==> src/rtl/pinirq_pkg.sv <==
package pinirq_pkg;

    localparam int PORT_W = 8;
    localparam int CFG_W  = 3 * PORT_W;

    // Trigger word: three planes, one bit per pin in each plane.
    typedef struct packed {
        logic [PORT_W-1:0] both;   // either-edge plane
        logic [PORT_W-1:0] edg;    // edge (1) versus level (0) plane
        logic [PORT_W-1:0] pol;    // polarity plane
    } trig_cfg_t;

    typedef enum logic [1:0] {
        SEL_ENB = 2'd0,
        SEL_CFG = 2'd1,
        SEL_CLR = 2'd2,
        SEL_NOP = 2'd3
    } wr_sel_e;

    typedef enum logic [2:0] {
        MODE_LVL_LO = 3'd0,
        MODE_LVL_HI = 3'd1,
        MODE_RISE   = 3'd2,
        MODE_FALL   = 3'd3,
        MODE_BOTH   = 3'd4
    } trig_mode_e;

    function automatic trig_mode_e mode_of(input logic pol, input logic edg, input logic both);
        trig_mode_e m;
        if (!edg)
            m = pol ? MODE_LVL_HI : MODE_LVL_LO;
        else if (both)
            m = MODE_BOTH;
        else
            m = pol ? MODE_RISE : MODE_FALL;
        return m;
    endfunction

endpackage

==> src/rtl/pinirq_pin_det.sv <==
module pinirq_pin_det
    import pinirq_pkg::*;
(
    input  logic cur_i,
    input  logic prev_i,
    input  logic pol_i,
    input  logic edg_i,
    input  logic both_i,
    output logic hit_o
);

    trig_mode_e mode;

    always_comb begin
        mode = mode_of(pol_i, edg_i, both_i);
        unique case (mode)
            MODE_LVL_LO: hit_o = ~cur_i;
            MODE_LVL_HI: hit_o = cur_i;
            MODE_RISE:   hit_o = cur_i & ~prev_i;
            MODE_FALL:   hit_o = ~cur_i & prev_i;
            MODE_BOTH:   hit_o = cur_i ^ prev_i;
            default:     hit_o = 1'b0;
        endcase
    end

endmodule

==> src/rtl/pinirq_port.sv <==
module pinirq_port
    import pinirq_pkg::*;
(
    input  logic              clk,
    input  logic              rst,
    input  logic [PORT_W-1:0] pin_i,
    input  logic              wr_en_i,
    input  wr_sel_e           wr_sel_i,
    input  logic [CFG_W-1:0]  wr_data_i,
    output logic [PORT_W-1:0] sts_o,
    output logic [PORT_W-1:0] enb_o,
    output trig_cfg_t         cfg_o,
    output logic [PORT_W-1:0] pend_o
);

    logic [PORT_W-1:0] prev_q;
    logic [PORT_W-1:0] sts_q;
    logic [PORT_W-1:0] enb_q;
    trig_cfg_t         cfg_q;
    logic [PORT_W-1:0] hit;
    logic [PORT_W-1:0] clr_mask;
    logic              cfg_we;
    logic              enb_we;

    for (genvar b = 0; b < PORT_W; b++) begin : g_pin
        pinirq_pin_det u_det (
            .cur_i  (pin_i[b]),
            .prev_i (prev_q[b]),
            .pol_i  (cfg_q.pol[b]),
            .edg_i  (cfg_q.edg[b]),
            .both_i (cfg_q.both[b]),
            .hit_o  (hit[b])
        );
    end

    always_comb begin
        cfg_we   = wr_en_i && (wr_sel_i == SEL_CFG);
        enb_we   = wr_en_i && (wr_sel_i == SEL_ENB);
        clr_mask = (wr_en_i && (wr_sel_i == SEL_CLR)) ? wr_data_i[PORT_W-1:0] : '0;
    end

    always_ff @(posedge clk) begin
        if (rst) begin
            prev_q <= pin_i;
            sts_q  <= '0;
            enb_q  <= '0;
            cfg_q  <= '0;
        end else begin
            prev_q <= pin_i;
            sts_q  <= (sts_q & ~clr_mask) | hit;
            if (enb_we)
                enb_q <= wr_data_i[PORT_W-1:0];
            if (cfg_we)
                cfg_q <= trig_cfg_t'(wr_data_i);
        end
    end

    assign sts_o  = sts_q;
    assign enb_o  = enb_q;
    assign cfg_o  = cfg_q;
    assign pend_o = sts_q & enb_q;

    AST_RESET_CLEAN: assert property (@(posedge clk) disable iff (rst)
        $past(rst) |-> (enb_q == '0 && cfg_q == '0 && sts_q == '0));
    AST_CFG_LOAD: assert property (@(posedge clk) disable iff (rst)
        cfg_we |=> (cfg_q == trig_cfg_t'($past(wr_data_i))));
    AST_ENB_LOAD: assert property (@(posedge clk) disable iff (rst)
        enb_we |=> (enb_q == $past(wr_data_i[PORT_W-1:0])));
    AST_CLR_TAKES: assert property (@(posedge clk) disable iff (rst)
        (clr_mask != '0) |=> ((sts_q & $past(clr_mask & ~hit)) == '0));
    AST_HIT_WINS: assert property (@(posedge clk) disable iff (rst)
        (hit != '0) |=> ((sts_q & $past(hit)) == $past(hit)));
    AST_STS_QUIET: assert property (@(posedge clk) disable iff (rst)
        (hit == '0 && clr_mask == '0) |=> $stable(sts_q));

endmodule

==> src/rtl/pinirq_reduce.sv <==
module pinirq_reduce #(
    parameter int NUM_PORTS = 4,
    parameter int PORT_W    = 8
) (
    input  logic [NUM_PORTS*PORT_W-1:0] pend_i,
    output logic                        irq_o
);

    logic [NUM_PORTS-1:0] port_any;

    for (genvar p = 0; p < NUM_PORTS; p++) begin : g_port
        assign port_any[p] = |pend_i[p*PORT_W +: PORT_W];
    end

    assign irq_o = |port_any;

endmodule

==> src/rtl/pin_irq_bank.sv <==
module pin_irq_bank
    import pinirq_pkg::*;
#(
    parameter int NUM_PORTS = 4,
    localparam int PSW      = (NUM_PORTS > 1) ? $clog2(NUM_PORTS) : 1,
    localparam int PIN_N    = NUM_PORTS * PORT_W
) (
    input  logic              clk,
    input  logic              rst,
    input  logic [PIN_N-1:0]  pin_lvl_i,
    input  logic              wr_en_i,
    input  logic [1:0]        wr_sel_i,
    input  logic [PSW-1:0]    wr_port_i,
    input  logic [CFG_W-1:0]  wr_data_i,
    input  logic [PSW-1:0]    rd_port_i,
    output logic [PORT_W-1:0] rd_sts_o,
    output logic [PORT_W-1:0] rd_enb_o,
    output logic [CFG_W-1:0]  rd_cfg_o,
    output logic              irq_o
);

    wr_sel_e           sel;
    logic [PORT_W-1:0] sts_a [NUM_PORTS];
    logic [PORT_W-1:0] enb_a [NUM_PORTS];
    trig_cfg_t         cfg_a [NUM_PORTS];
    logic [PIN_N-1:0]  pend_flat;
    logic [PIN_N-1:0]  enb_flat;

    assign sel = wr_sel_e'(wr_sel_i);

    for (genvar p = 0; p < NUM_PORTS; p++) begin : g_port
        logic              port_we;
        logic [PORT_W-1:0] pend_p;

        assign port_we = wr_en_i && (wr_port_i == PSW'(p));

        pinirq_port u_port (
            .clk       (clk),
            .rst       (rst),
            .pin_i     (pin_lvl_i[p*PORT_W +: PORT_W]),
            .wr_en_i   (port_we),
            .wr_sel_i  (sel),
            .wr_data_i (wr_data_i),
            .sts_o     (sts_a[p]),
            .enb_o     (enb_a[p]),
            .cfg_o     (cfg_a[p]),
            .pend_o    (pend_p)
        );

        assign pend_flat[p*PORT_W +: PORT_W] = pend_p;
        assign enb_flat[p*PORT_W +: PORT_W]  = enb_a[p];
    end

    pinirq_reduce #(
        .NUM_PORTS (NUM_PORTS),
        .PORT_W    (PORT_W)
    ) u_reduce (
        .pend_i (pend_flat),
        .irq_o  (irq_o)
    );

    always_comb begin
        rd_sts_o = sts_a[rd_port_i];
        rd_enb_o = enb_a[rd_port_i];
        rd_cfg_o = cfg_a[rd_port_i];
    end

    AST_IRQ_RESET: assert property (@(posedge clk) disable iff (rst)
        $past(rst) |-> !irq_o);
    AST_IRQ_NEEDS_ENB: assert property (@(posedge clk) disable iff (rst)
        (enb_flat == '0) |-> !irq_o);

endmodule

==> config.mk <==
export PLATFORM = sky130hd
export DESIGN_NAME = pin_irq_bank
export DESIGN_NICKNAME = d
export VERILOG_FILES = /design/src/rtl/pinirq_pkg.sv /design/src/rtl/pinirq_pin_det.sv /design/src/rtl/pinirq_port.sv /design/src/rtl/pinirq_reduce.sv /design/src/rtl/pin_irq_bank.sv
export SDC_FILE = /design/constraint.sdc
export NUM_CORES = 1
export LEC_CHECK = 0
export ABC_AREA = 1
export BUFFER_PORTS_ARGS = -buffer_cell sky130_fd_sc_hd__buf_2
export CAP_MARGIN = 30
export CORE_MARGIN = 2
export CORE_UTILIZATION = 45
export DETAILED_ROUTE_END_ITERATION = 12
export REMOVE_ABC_BUFFERS = 1
export SYNTH_ARGS = -nofsm -noshare
export SYNTH_HDL_FRONTEND = slang
export SYNTH_HIERARCHICAL = 1
export SYNTH_SLANG_ARGS = --single-unit
==> constraint.sdc <==
create_clock -name clk -period 2.5 [get_ports clk]
set_clock_uncertainty 0.2 [all_clocks]
set_input_delay 0.125 -clock clk [delete_from_list [all_inputs] [get_ports clk]]
set_output_delay 0.125 -clock clk [all_outputs]
set_load 0.02 [all_outputs]
Word level (Yosys, flattened, before mapping)

Cells that the tools add are included.

Bits in registers: 192
Input port bits: 65
Output and inout bits: 41
Word-level logic and storage cells: 559

Order comparisons: 1
Eq/ne operators: 133
Mux-type cells: 173
Bitwise gates (word level): 177
Reduce and logical (&&, ||, !) cells: 51

Operators by type and width:

| operator                                       | number |
|---|---|
| == test 3 x 2 -> 1 bit (second input constant) | 64 |
| 2-to-1 mux 3 bit                               | 64 |
| one-hot mux 1 bit (5 select lines)             | 32 |
| == test 3 x 1 -> 1 bit (second input constant) | 32 |
| == test 3 bit (second input constant)          | 32 |
| logical NOT 3 bit                              | 32 |
| AND 1 bit                                      | 64 |
| AND 8 bit                                      | 8 |
| 2-to-1 mux 1 bit                               | 64 |
| 2-to-1 mux 8 bit                               | 8 |
| NOT 1 bit                                      | 64 |
| binary-select mux 24 bit (select 2 bit)        | 1 |
| 2-to-1 mux 24 bit                              | 2 |
| binary-select mux 8 bit (select 2 bit)         | 2 |
| NOT 8 bit                                      | 4 |
| bitwise OR 8 bit                               | 4 |
| OR reduction 32 bit                            | 1 |
| XOR 1 bit                                      | 32 |
| logical AND 1 bit                              | 16 |
| == test 2 bit (second input constant)          | 3 |
| == test 2 x 1 -> 1 bit (second input constant) | 2 |
| logical NOT 2 bit                              | 2 |
| >= comparator 3 bit (second input constant)    | 1 |
| NOT 2 -> 3 bit                                 | 1 |

Longest topological paths before layout

Gate-level depths: netlist of run 1.

Depth in word-level cells: 7
Gate-level depth with buffers: 8
Mapped depth without buffers: 8

Hierarchy

Netlist of run 1, hierarchy kept.

Modules (own cells, without submodules):

| module         | times used | cells each | area each (um^2) | seq. area each (um^2) |
|---|---|---|---|---|
| pinirq_port    | 4          | 209        | 1711.6           | 960.9 |
| pinirq_pin_det | 32         | 19         | 102.6            | 0.0 |
| pin_irq_bank   | 1          | 475        | 1978.1           | 0.0 |
| pinirq_reduce  | 1          | 45         | 178.9            | 0.0 |

Worst setup path before layout of run 1

Ideal clock, no wire load.

Path kind: input to register
Start point: input port wr_port_i[1]
End point: register g_port[3].u_port.cfg_q (netlist bit g_port[3].u_port/cfg_o[10])
Library setup time: 0.116 ns
Arrival: 0.987 ns
Required time: 2.184 ns
Path slack: 1.197 ns
Stages on the path: 7
Path buffers: 2
Cells stage by stage: inv_1 > nor3_1 > buf_6 > nand3_4 > clkbuf_2 > o21ai_0 > nor2_1

Word-level cells in the longest chain between the ends: 3

Ends and longest elaborated chain:

| what                        | RTL line           | RTL |
|---|---|---|
| start, declared             | pin_irq_bank.sv:13 | `input logic [PSW-1:0] wr_port_i,` |
| == test 2 bit               | pin_irq_bank.sv:35 | `assign port_we = wr_en_i && (wr_port_i == PSW'(p));` |
| logical AND 1 bit           | pin_irq_bank.sv:35 |  |
| named net g_port[3].port_we | pin_irq_bank.sv:32 | `logic port_we;` |
| logical AND 1 bit           | pinirq_port.sv:37  | `cfg_we = wr_en_i && (wr_sel_i == SEL_CFG);` |
| end signal, assigned        | pinirq_port.sv:54  | `cfg_q <= trig_cfg_t'(wr_data_i);` |
| end, declared               | pinirq_port.sv:19  | `trig_cfg_t cfg_q;` |

The timed path passes the listed nets, and every way through them passes these cells.
A chain may end at the register's enable or synchronous reset.

Worst setup path in the final report of run 1

Start point: register g_port[3].u_port.enb_q[1]
End point: output port irq_o

Word-level cells in the longest chain between the ends: 2

Ends and longest elaborated chain:

| what                          | RTL line            | RTL |
|---|---|---|
| start, declared               | pinirq_port.sv:18   | `logic [PORT_W-1:0] enb_q;` |
| start signal, assigned        | pinirq_port.sv:52   | `enb_q <= wr_data_i[PORT_W-1:0];` |
| AND 8 bit                     | pinirq_port.sv:61   | `assign pend_o = sts_q & enb_q;` |
| named net g_port[3].pend_p[1] | pin_irq_bank.sv:33  | `logic [PORT_W-1:0] pend_p;` |
| OR reduction 32 bit           | pinirq_reduce.sv:15 | `assign irq_o = \|port_any;` |
| end, declared                 | pin_irq_bank.sv:19  | `output logic irq_o` |

The timed path passes the listed nets, and every way through them passes these cells.

==> flow_summary.yaml, run 1 <==
drt:
  post-route-drc-count: 0
  routed_wl_mm: 34.5
  routed_via_density: 4.75
  drtIter0Drc: 769
  num_vias: 11600
  drt_first_pass_iters: 5
  wl_per_cell_um: 14.1
  postRouteAntennaNets: 0
clock_tree:
  cts_made_buffers: 17
  clock_latency_ns: 0.44
  clock-sinks: 192
  cts_tree: "yes"
  clk_path_buf_depth: 2
  clockRootBuffer: "clkbuf_16"
  cts_max_level: 4
  clk_pin_slew_ns: 0.07
  postCtsSetupRepairBufs: 0
synth:
  synth.mux.area_fraction: 0
  syn_area_um2: 12300
  synthDistinctLibCells: 27
  yosys.area_share.simple: 0.341
  synth_area_per_cell_um2: 6.26
  ys_seq_area_frac: 0.313
  synth_cells: 1964
  yosys_warnings: 6
  synth_top_family_by_area: "simple AND/OR/NAND/NOR gates"
  synth_adder_area_share: 0.0652
  post_synth_xor_area_fraction: 0
  synth_compound_area_frac: 0.0880
  ys_ff_latch: 192
power_and_ir_drop:
  p_sw_frac: 0.297
  power_switching_uw: 2150
  power_frac_clock: 0.376
  pwr_density_cell_nw_per_um2: 516
  power_frac_seq: 0.453
  vdd_ir_drop_max_v: 0.000336
  p_leak_uw: 0.00698
  p_int_uw: 5080
  combPwrFrac: 0.171
die:
  die_area_um2: 28600
  core_um2: 26900
  start_util: 0.457
  die_w_um: 169
  ios: 106
  die_h_um: 169
  fp-row-count: 60
critical_path:
  slowest_delay_ns: 0.35
  path_common_cell: "nand2_1"
  cp.required_ns: 2.17
  path_max_fanout: 3
  critical_path.cell_chain: "nand2_1, inv_1, nor2_1, and2_1, nand2_1, nor2_1, nand2_1, buf_2"
  cp-end-kind: "output pin"
  cp.arrival_ns: 1.66
  path_class: "register to output pin"
  cp_slowest_cell: "dfxtp_1"
  start_kind: "register"
grt:
  grt_usage: 0.246
  grt_max_degree: 81
  grt_pass1_vias: 10900
  gr-total-overflow: 0
  antenna_found_initial: 0
  grt_first_pass_wirelength_mm: 55.8
timing:
  fmax_ghz: 0.504
  holdWs_ns: 0.103
  final.setup.tns_ns: 0
  period_minus_slack_ns: 1.99
  setup_viol: 0
  slew_headroom: 0.367
  worst_pin_slew_ns: 0.949
  hold_viol_final: 0
  rsz0062_at_grt: "false"
  finalCritPeriodShare: 0.794
  slew_violations: 0
layout:
  layout.nets: 2220
  area_growth_pct: 14.2
  diodes: 0
  drive_gt1_frac: 0.162
  n_fill_cell: 2839
  multiInputGateArea_um2: 6090
  ff_latch_area_um2: 3840
hold_path:
  hp-class: "input port to register"
placement:
  port_buffers: 105
  place_congestion: 0.869
  dp_hpwl_mm: 23.7
job:
  drv_cap: 0
run_status:
  status: "completed"
-- registers in the layout, summed over array words and instances (netlist names) --
name                  count
g_port.u_port/sts_o      32
g_port.u_port/prev_q     32
g_port.u_port/cfg_o      96
g_port.u_port/enb_o      32
-- area by class of cell --
| type | count | share of cell area |
|---|---|---|
| Multi-Input combinational cell | 1217 | 0.434 |
| Sequential cell | 192 | 0.274 |
| Inverter | 489 | 0.134 |
| Timing Repair Buffer | 174 | 0.0863 |
| Clock buffer | 20 | 0.0333 |
| Tap cell | 341 | 0.0304 |
| Clock inverter | 12 | 0.00776 |
-- power groups by stage --
stage / Clock [uW] / Combinational (uW) / Sequential, uW
global route: 2890 / 1390 / 3290
CTS: 2780 / 1240 / 3270
detailed placement: 0 / 1170 / 3340
floorplan: 0 / 718 / 3310
global placement: 0 / 1150 / 3340
finish: 2720 / 1240 / 3270
-- through the flow --
stage               instance area, um2  power, uW  instances   util  setup WS (ns)
global placement                 12900       4490       2356  0.479          0.571
detailed placement               12900       4510       2356  0.479          0.546
finish                           14000       7230       2445  0.522          0.514
global route                     14000       7570       2445  0.522          0.438
CTS                              14000       7300       2445  0.522          0.512
floorplan                        11800       4030       1898      -          0.526
-- cell families (layout without fill, tap and decap cells) --
family / count (synthesis) / in the layout
AO/OA/AOI/OAI: 192 / 192
adder cells (fa/ha/maj): 64 / 64
buffers and inverters: 555 / 695
flip-flops: 192 / 192
AND/OR/NAND/NOR: 961 / 961
-- final timing paths --
path / to / slack, ns / depth (start not counted) / start
worst max-delay path: irq_o / 0.51 / 8 / g_port[3].u_port/enb_o[1]$_SDFFE_PP0P_
worst min-delay path: g_port[0].u_port/cfg_o[20]$_SDFFE_PP0P_ / 0.10 / 5 / wr_port_i[1]
worst max register to register: g_port[1].u_port/sts_o[4]$_SDFF_PP0_ / 1.10 / 6 / g_port[1].u_port/prev_q[4]$_DFF_P_
worst min register to register: g_port[3].u_port/sts_o[3]$_SDFF_PP0_ / 0.29 / 2 / g_port[3].u_port/sts_o[3]$_SDFF_PP0_
-- per-layer routing --
metal	up-vias	GRT usage	wire length, um
li1	6060	-	-
met1	5240	0.337	16600
met2	270	0.396	15200
met3	39	0.0450	2010
met4	0	0.0740	705
met5	-	0	0
-- cell usage after synthesis, drive strengths merged --
| library cell | count | area [um2] |
|---|---|---|
| ha | 64 | 801 |
| nand3 | 120 | 861 |
| o21ai | 128 | 641 |
| nand2 | 404 | 1600 |
| nor2 | 398 | 1500 |
| clkbuf | 21 | 90.1 |
| nand4 | 33 | 206 |
| a21oi | 64 | 440 |
| clkinv | 68 | 260 |
| and2 | 2 | 12.5 |
| inv | 421 | 1620 |
| buf | 45 | 403 |
| dfxtp | 192 | 3840 |
| nor3 | 4 | 20.0 |
-- timing repair --
action | CTS | global route
hold buffers | 57 | 0
endpoints found under the hold margin | 189 | 0
resized for setup | 0 | 0
-- cells in the final DEF (no fill, tap or decap) --
cell | netlist | final
nand4_1 | 33 | 33
a21oi_1 | 32 | 32
inv_4 | 4 | 4
dlygate4sd3_1 | 0 | 57
clkinv_1 | 64 | 64
o21ai_1 | 44 | 44
nand3_2 | 32 | 32
and2_1 | 2 | 2
nand2_1 | 372 | 372
dfxtp_1 | 192 | 192
clkinvlp_4 | 0 | 2
buf_4 | 1 | 10
clkbuf_16 | 0 | 17
buf_12 | 0 | 2
o21ai_0 | 84 | 84
inv_2 | 69 | 69
clkinv_2 | 4 | 8
inv_6 | 5 | 7
nor2_2 | 1 | 1
nand3_1 | 80 | 80
buf_2 | 16 | 105
clkbuf_8 | 0 | 3
nor3_2 | 0 | 4
nand3_4 | 8 | 8
nand2_2 | 32 | 32
nor2_1 | 397 | 397
ha_1 | 64 | 64
bufinv_16 | 0 | 1
clkinv_4 | 0 | 3
a21oi_2 | 32 | 32
inv_1 | 343 | 343
-- critical path, delay by kind of cell (launching register included) --
kind	cells	cell delay, ns
AND/OR/NAND/NOR	6	0.65
buffers and inverters	2	0.24
flip-flops	1	0.35
Power figures use the tool's default switching activity.
==> inputs of run 2 (changes only) <==
--- a/config.mk
+++ b/config.mk
@@ -5,7 +5,7 @@
 export SDC_FILE = /design/constraint.sdc
 export NUM_CORES = 1
 export LEC_CHECK = 0
-export ABC_AREA = 1
+export ABC_AREA = 0
 export BUFFER_PORTS_ARGS = -buffer_cell sky130_fd_sc_hd__buf_2
 export CAP_MARGIN = 30
 export CORE_MARGIN = 2
==> constraint.sdc (replaced) <==
create_clock -name clk -period 1.9 [get_ports clk]
set_clock_uncertainty 0.2 [all_clocks]
set_input_delay 0.095 -clock clk [delete_from_list [all_inputs] [get_ports clk]]
set_output_delay 0.095 -clock clk [all_outputs]
set_load 0.02 [all_outputs]
==> run 2 against run 1 <==
  * The run now ends with setup timing left
  * Sequential share of layout area up 1.3 points
  * Global-route usage down 3.0 points
  * First-iteration DRC count down 44%
  * Total power up 28%
  * Count of clock-buffer cells in the layout unchanged
  * Sequential power up 30%
  * Synthesized cell count down 45%
  * Critical path type unchanged
==> flow_summary.yaml, run 2 <==
run_status:
  status: "finished, violations left"
  violations: "setup timing"
synth:
  synth.mux.area_fraction: 0.227
  ys_seq_area_frac: 0.344
  synth_area_leader_cell: "dfxtp_1"
  synth_area_per_cell_um2: 10.3
  synthDistinctLibCells: 27
  synth_area_leaders: "dfxtp_1, nand2b_1, mux2i_1, mux4_2, ha_1"
  asyncSetResetFlopFracSynth: 0
  ys.flop_type: "dfxtp_1"
  yosys.area_share.simple: 0.186
  ys_ff_latch: 192
  yosys_warnings: 6
  synth_adder_area_share: 0.0716
  ys_top_cells_by_count: "nand2b_1, dfxtp_1, mux2i_1"
  syn_area_um2: 11200
  post_synth_xor_area_fraction: 0.0251
  synth_most_common_cell: "nand2b_1"
  synth_top_area_share: 0.344
  synth_top_family_by_area: "multiplexers"
  synth_cells: 1088
  synth_compound_area_frac: 0.0752
  synth-edff-count: 0
timing:
  rsz0062_at_grt: "true"
  finalCritPeriodShare: 1.13
  worst_pin_slew_ns: 0.564
  period_minus_slack_ns: 2.14
  setup_viol: 1
  slew_violations: 0
  slew_headroom: 0.624
  hold_viol_final: 0
  fmax_ghz: 0.467
  setup_ws_ns: -0.243
die:
  die_w_um: 162
  die_h_um: 162
  start_util: 0.459
  fp-row-count: 57
  ios: 106
  die_area_um2: 26100
  core_um2: 24400
layout:
  drive_gt1_frac: 0.214
  ff_latch_area_um2: 3850
  n_fill_cell: 2219
  final_common_cell: "nand2b_1"
  layout_common_cells: "nand2b_1, dfxtp_1, mux2i_1, buf_2, inv_1"
  final_cell_count_no_fill: 1596
  area_growth_pct: 19.8
  multiInputGateArea_um2: 6620
  layout.nets: 1386
  largest_reg_flops: 96
critical_path:
  r2r-start: "g_port[1].u_port/prev_q[3]$_DFF_P_"
  start_kind: "register"
  r2r_cells: 7
  critical_path.cell_chain: "and2_4, nor4_4, buf_4, nand4_1, or2_4, buf_6"
  cp-end-kind: "output pin"
  cp.arrival_ns: 1.85
  path_class: "register to output pin"
  r2r_slack_ns: 0.28
  rr_endpoint: "g_port[1].u_port/sts_o[3]$_SDFF_PP0_"
  path_max_fanout: 2
  cp_slowest_cell: "dfxtp_2"
  crit_family: "simple AND/OR/NAND/NOR gates"
  cp.required_ns: 1.60
  slowest_delay_ns: 0.32
  crit_buf_inv: 2
clock_tree:
  cts_tree: "yes"
  cts_max_level: 4
  clock-sinks: 192
  clk_pin_slew_ns: 0.08
  clock_latency_ns: 0.43
  cts_made_buffers: 17
  clk_path_buf_depth: 2
  clockRootBuffer: "clkbuf_16"
grt:
  grt_usage: 0.216
  grt_first_pass_wirelength_mm: 43.7
  grt_pass1_vias: 8011
  gr-total-overflow: 0
  antenna_found_initial: 3
  grt_max_degree: 54
hold_path:
  min_to: "g_port[0].u_port/cfg_o[7]$_SDFFE_PP0P_"
  hp-class: "input port to register"
  hp-start: "wr_sel_i[0]"
  hold_depth: 4
job:
  drv_cap: 0
power_and_ir_drop:
  p_int_uw: 6960
  power_frac_clock: 0.418
  combPwrFrac: 0.122
  p_leak_uw: 0.00578
  p_sw_frac: 0.247
  power_switching_uw: 2290
  power_frac_seq: 0.460
  pwr_density_cell_nw_per_um2: 690
  vdd_ir_drop_max_v: 0.000578
  power.total_uw: 9250
drt:
  routed_via_density: 5.06
  post-route-drc-count: 0
  drtIter0Drc: 431
  postRouteAntennaNets: 0
  routed_wl_mm: 27.5
  drt_first_pass_iters: 5
  wl_per_cell_um: 17.3
  num_vias: 8070
placement:
  placedCellCount: 1500
  port_buffers: 105
  dp_hpwl_mm: 19.9
  place_congestion: 0.856
[run 2: changes by cell type in the layout (fill, tap and decap cells not counted), moves of 40 or more]
cell      change
o21ai_0      -84
mux4_2       +40
nor2_1      -365
mux2i_1     +128
clkinv_1     -64
nand2b_1    +224
inv_1       -247
inv_2        -69
nand3_1      -80
nand2_1     -340
[run 2: how the worst max path moves through the flow]
stage | start | end | slack, ns | cells after the start
4_1_cts | g_port[2].u_port/sts_o[7]$_SDFF_PP0_ | irq_o | -0.25 | 6
3_5_place_dp | g_port[2].u_port/sts_o[2]$_SDFF_PP0_ | irq_o | 0.11 | 6
6_report | g_port[2].u_port/enb_o[7]$_SDFFE_PP0P_ | irq_o | -0.24 | 6
3_3_place_gp | g_port[2].u_port/sts_o[2]$_SDFF_PP0_ | irq_o | 0.14 | 6
5_1_grt | g_port[2].u_port/sts_o[5]$_SDFF_PP0_ | irq_o | -0.34 | 6
2_1_floorplan | wr_port_i[1] | g_port[0].u_port/enb_o[0]$_SDFFE_PP0P_ | 0.05 | 3
[run 2: timing repair]
action	CTS	global route
hold endpoints to repair	192	0
endpoints found under the setup margin	1	7
gates resized for setup	7	9
pin swaps	4	4
buffers inserted	1	3
hold buffers	58	0
[run 2: worst register-to-register path, cell delays in order (launching register included)]
cell      delay, ns
dfxtp_1        0.34
inv_1          0.05
ha_1           0.17
mux2_1         0.31
o211ai_2       0.13
o21ai_1        0.11
nor2_1         0.11
a311oi_1       0.06
[run 2: final cells by class]
cell class              count  area share
multi-input cells         743       0.494
well taps                 324      0.0303
diodes                      2    0.000373
repair buffers            207       0.114
flip-flops and latches    192       0.287
clock buffers              20      0.0333
clock inverters            12      0.0136
inverters                  96      0.0269
[run 2: metal layers]
layer | up-vias | wire [um] | track usage
li1 | 4037 | - | -
met4 | 2 | 235 | 0.0418
met3 | 18 | 991 | 0.0388
met2 | 142 | 12800 | 0.357
met1 | 3871 | 13500 | 0.299
met5 | - | 16 | 0
[run 2: power by group through the flow]
stage               Combinational [uW]  Clock [uW]  Sequential [uW]
detailed placement                1030           0             4340
floorplan                          571           0             4310
global placement                  1010           0             4340
global route                      1260        4100             4270
CTS                               1130        3940             4250
finish                            1130        3860             4250
[run 2: logic make-up (layout without fill, tap and decap cells)]
kind of cell | after synthesis | after routing
buffers and inverters | 153 | 335
DFF | 192 | 192
adders and majority gates | 64 | 64
AOI/OAI and AO/OA | 96 | 96
other | 0 | 2
and+or+nand+nor | 351 | 351
muxes | 200 | 200
xor gates and xnor gates | 32 | 32
[run 2: per-stage QoR]
| step | instance area (um2) | hold slack [ns] | TNS (ns) | utilization | worst slack (ns) |
|---|---|---|---|---|---|
| after global routing | 13400 | 0.0613 | -0.339 | 0.549 | -0.339 |
| final | 13400 | 0.0527 | -0.243 | 0.549 | -0.243 |
| after detailed placement | 12100 | 0.0546 | 0 | 0.496 | 0.110 |
| after CTS | 13300 | 0.0258 | -0.253 | 0.547 | -0.253 |
| after floorplan | 10800 | -0.0773 | 0 | - | 0.0453 |
| after global placement | 12100 | 0.0532 | 0 | 0.496 | 0.136 |
==> inputs of run 3 (changes only) <==
--- a/config.mk
+++ b/config.mk
@@ -9,8 +9,10 @@
 export BUFFER_PORTS_ARGS = -buffer_cell sky130_fd_sc_hd__buf_2
 export CAP_MARGIN = 30
 export CORE_MARGIN = 2
-export CORE_UTILIZATION = 45
+export CORE_UTILIZATION = 55
+export CTS_CLUSTER_SIZE = 28
 export DETAILED_ROUTE_END_ITERATION = 12
+export PLACE_DENSITY = 0.75
 export REMOVE_ABC_BUFFERS = 1
 export SYNTH_ARGS = -nofsm -noshare
 export SYNTH_HDL_FRONTEND = slang
==> run 3 against run 2 <==
  * The flow still finishes with violations (setup timing)
  * Critical path depth fell by 1
  * Die area shrank 18%
  * Core utilization is 11 points higher
  * First-iteration DRC count rose by 26%
  * Sequential power about the same
  * Sequential cell count unchanged
  * Sequential share of layout area is 0.43 points higher
  * Worst hold slack better by 0.046 ns
  * Critical path type unchanged
  * Highest routed layer unchanged
==> flow_summary.yaml, run 3 (synthesis gave the netlist of run 2 again) <==
run_status:
  status: "finished, violations left"
  violations: "setup timing"
drt:
  drtIter0Drc: 542
  drt_first_pass_iters: 7
  wl_per_cell_um: 17.4
  post-route-drc-count: 0
  routed_wl_mm: 26.7
  num_vias: 8171
  postRouteAntennaNets: 0
  routed_via_density: 5.34
placement:
  place_congestion: 0.869
  port_buffers: 105
  dp_hpwl_mm: 18.5
  post_dp_cell_area_um2: 11900
  pre_cts_slack_ns: 0.139
layout:
  area_growth_pct: 18.1
  layout_common_cells: "nand2b_1, dfxtp_1, mux2i_1, buf_2, inv_1"
  final_common_cell: "nand2b_1"
  design_area_um2: 13200
  n_fill_cell: 1569
  drive_gt1_frac: 0.212
  largest_reg_flops: 96
  layout.nets: 1375
timing:
  fmax_ghz: 0.467
  finalCritPeriodShare: 1.13
  hold_viol_final: 0
  rsz0062_at_grt: "true"
  period_minus_slack_ns: 2.14
  slew_headroom: 0.679
  setup_viol: 1
  setup_ws_ns: -0.243
  worst_pin_slew_ns: 0.481
  slew_violations: 0
clock_tree:
  clockRootBuffer: "clkbuf_16"
  cts_tree: "yes"
  clock-sinks: 192
  clk_pin_slew_ns: 0.07
  clk_path_buf_depth: 2
  cts_max_level: 4
  cts_made_buffers: 17
  clock_latency_ns: 0.44
die:
  die_h_um: 147
  ios: 106
  fp-row-count: 52
  start_util: 0.556
  die_w_um: 147
  die_area_um2: 21500
  core_um2: 20100
grt:
  grt_pass1_vias: 8079
  gr-total-overflow: 0
  grt_first_pass_wirelength_mm: 42.5
  grt_max_degree: 149
  antenna_found_initial: 3
  grt_usage: 0.252
power_and_ir_drop:
  pwr_density_cell_nw_per_um2: 672
  vdd_ir_drop_max_v: 0.000538
  p_leak_uw: 0.00572
critical_path:
  slowest_delay_ns: 0.32
  start_kind: "register"
  cp_slowest_cell: "dfxtp_2"
  critical_path.cell_chain: "and2_4, nor4_4, nand4_1, or2_1, buf_6"
  path_class: "register to output pin"
  path_max_fanout: 2
  cp-end-kind: "output pin"
  cp.required_ns: 1.60
  cp.arrival_ns: 1.85
job:
  drv_cap: 0
hold_path:
  hp-class: "input port to register"
## run 3: changes by cell type in the layout (fill, tap and decap cells not counted), sizes merged
cell and change:
buf -10, bufinv -3, clkbuf +3, clkinv +3
inv -2, clkinvlp -1, dlygate4sd3 -1
## run 3: path summary, 6_finish.rpt
path	start	to	slack (ns)	cells after the start
max reg2reg	g_port[2].u_port/prev_q[5]$_DFF_P_	g_port[2].u_port/sts_o[5]$_SDFF_PP0_	0.21	7
min	wr_sel_i[0]	g_port[2].u_port/cfg_o[7]$_SDFFE_PP0P_	0.1	4
min reg2reg	g_port[1].u_port/enb_o[7]$_SDFFE_PP0P_	g_port[1].u_port/enb_o[7]$_SDFFE_PP0P_	0.28	2
max	g_port[2].u_port/enb_o[6]$_SDFFE_PP0P_	irq_o	-0.24	5
## run 3: layout make-up
type | instances | area [um2] | share of cell area
Clock inverter | 9 | 82.6 | 0.00625
Sequential cell | 192 | 3850 | 0.292
Antenna cell | 2 | 5.00 | 0.000379
Timing Repair Buffer | 196 | 1420 | 0.108
Inverter | 96 | 360 | 0.0273
Multi-Input combinational cell | 743 | 6660 | 0.504
Tap cell | 270 | 338 | 0.0256
Clock buffer | 23 | 488 | 0.0369
## run 3: power by group
part	switching (uW)	total, uW	internal (uW)	leakage (uW)
logic	570	1110	541	0.00387
registers	100	4250	4150	0.00157
clock network	1570	3510	1940	0.000279
## run 3: routing by layer
layer,vias up,track usage,wire length [um]
li1,4023,-,-
met1,3917,0.332,11800
met2,195,0.422,12900
met3,34,0.0488,1350
met4,2,0.0762,518
met5,-,0,15
## run 3: worst max-delay path, delay by kind of cell (launching register included)
family	cells	cell delay, ns
and+or+nand+nor	4	0.94
buffers and inverters	1	0.15
DFF	1	0.32
## run 3: through the flow
stage	cells	total power, uW	setup TNS [ns]	hold slack [ns]	utilization
after floorplan	1031	4880	0	-0.0773	-
after global placement	1436	5300	0	0.0535	0.593
after detailed placement	1436	5340	0	0.0549	0.593
after CTS	1528	8910	-0.207	0.0645	0.655
after global routing	1531	9230	-0.269	0.118	0.657
final	1531	8870	-0.243	0.0985	0.657
## run 3: what timing repair did
| action | CTS | global route |
|---|---|---|
| pin swaps | 5 | 6 |
| setup buffers | 3 | 1 |
| hold endpoints to repair | 192 | 0 |
| resized for setup | 19 | 5 |
| hold buffers | 57 | 0 |
| setup endpoints to repair | 1 | 1 |
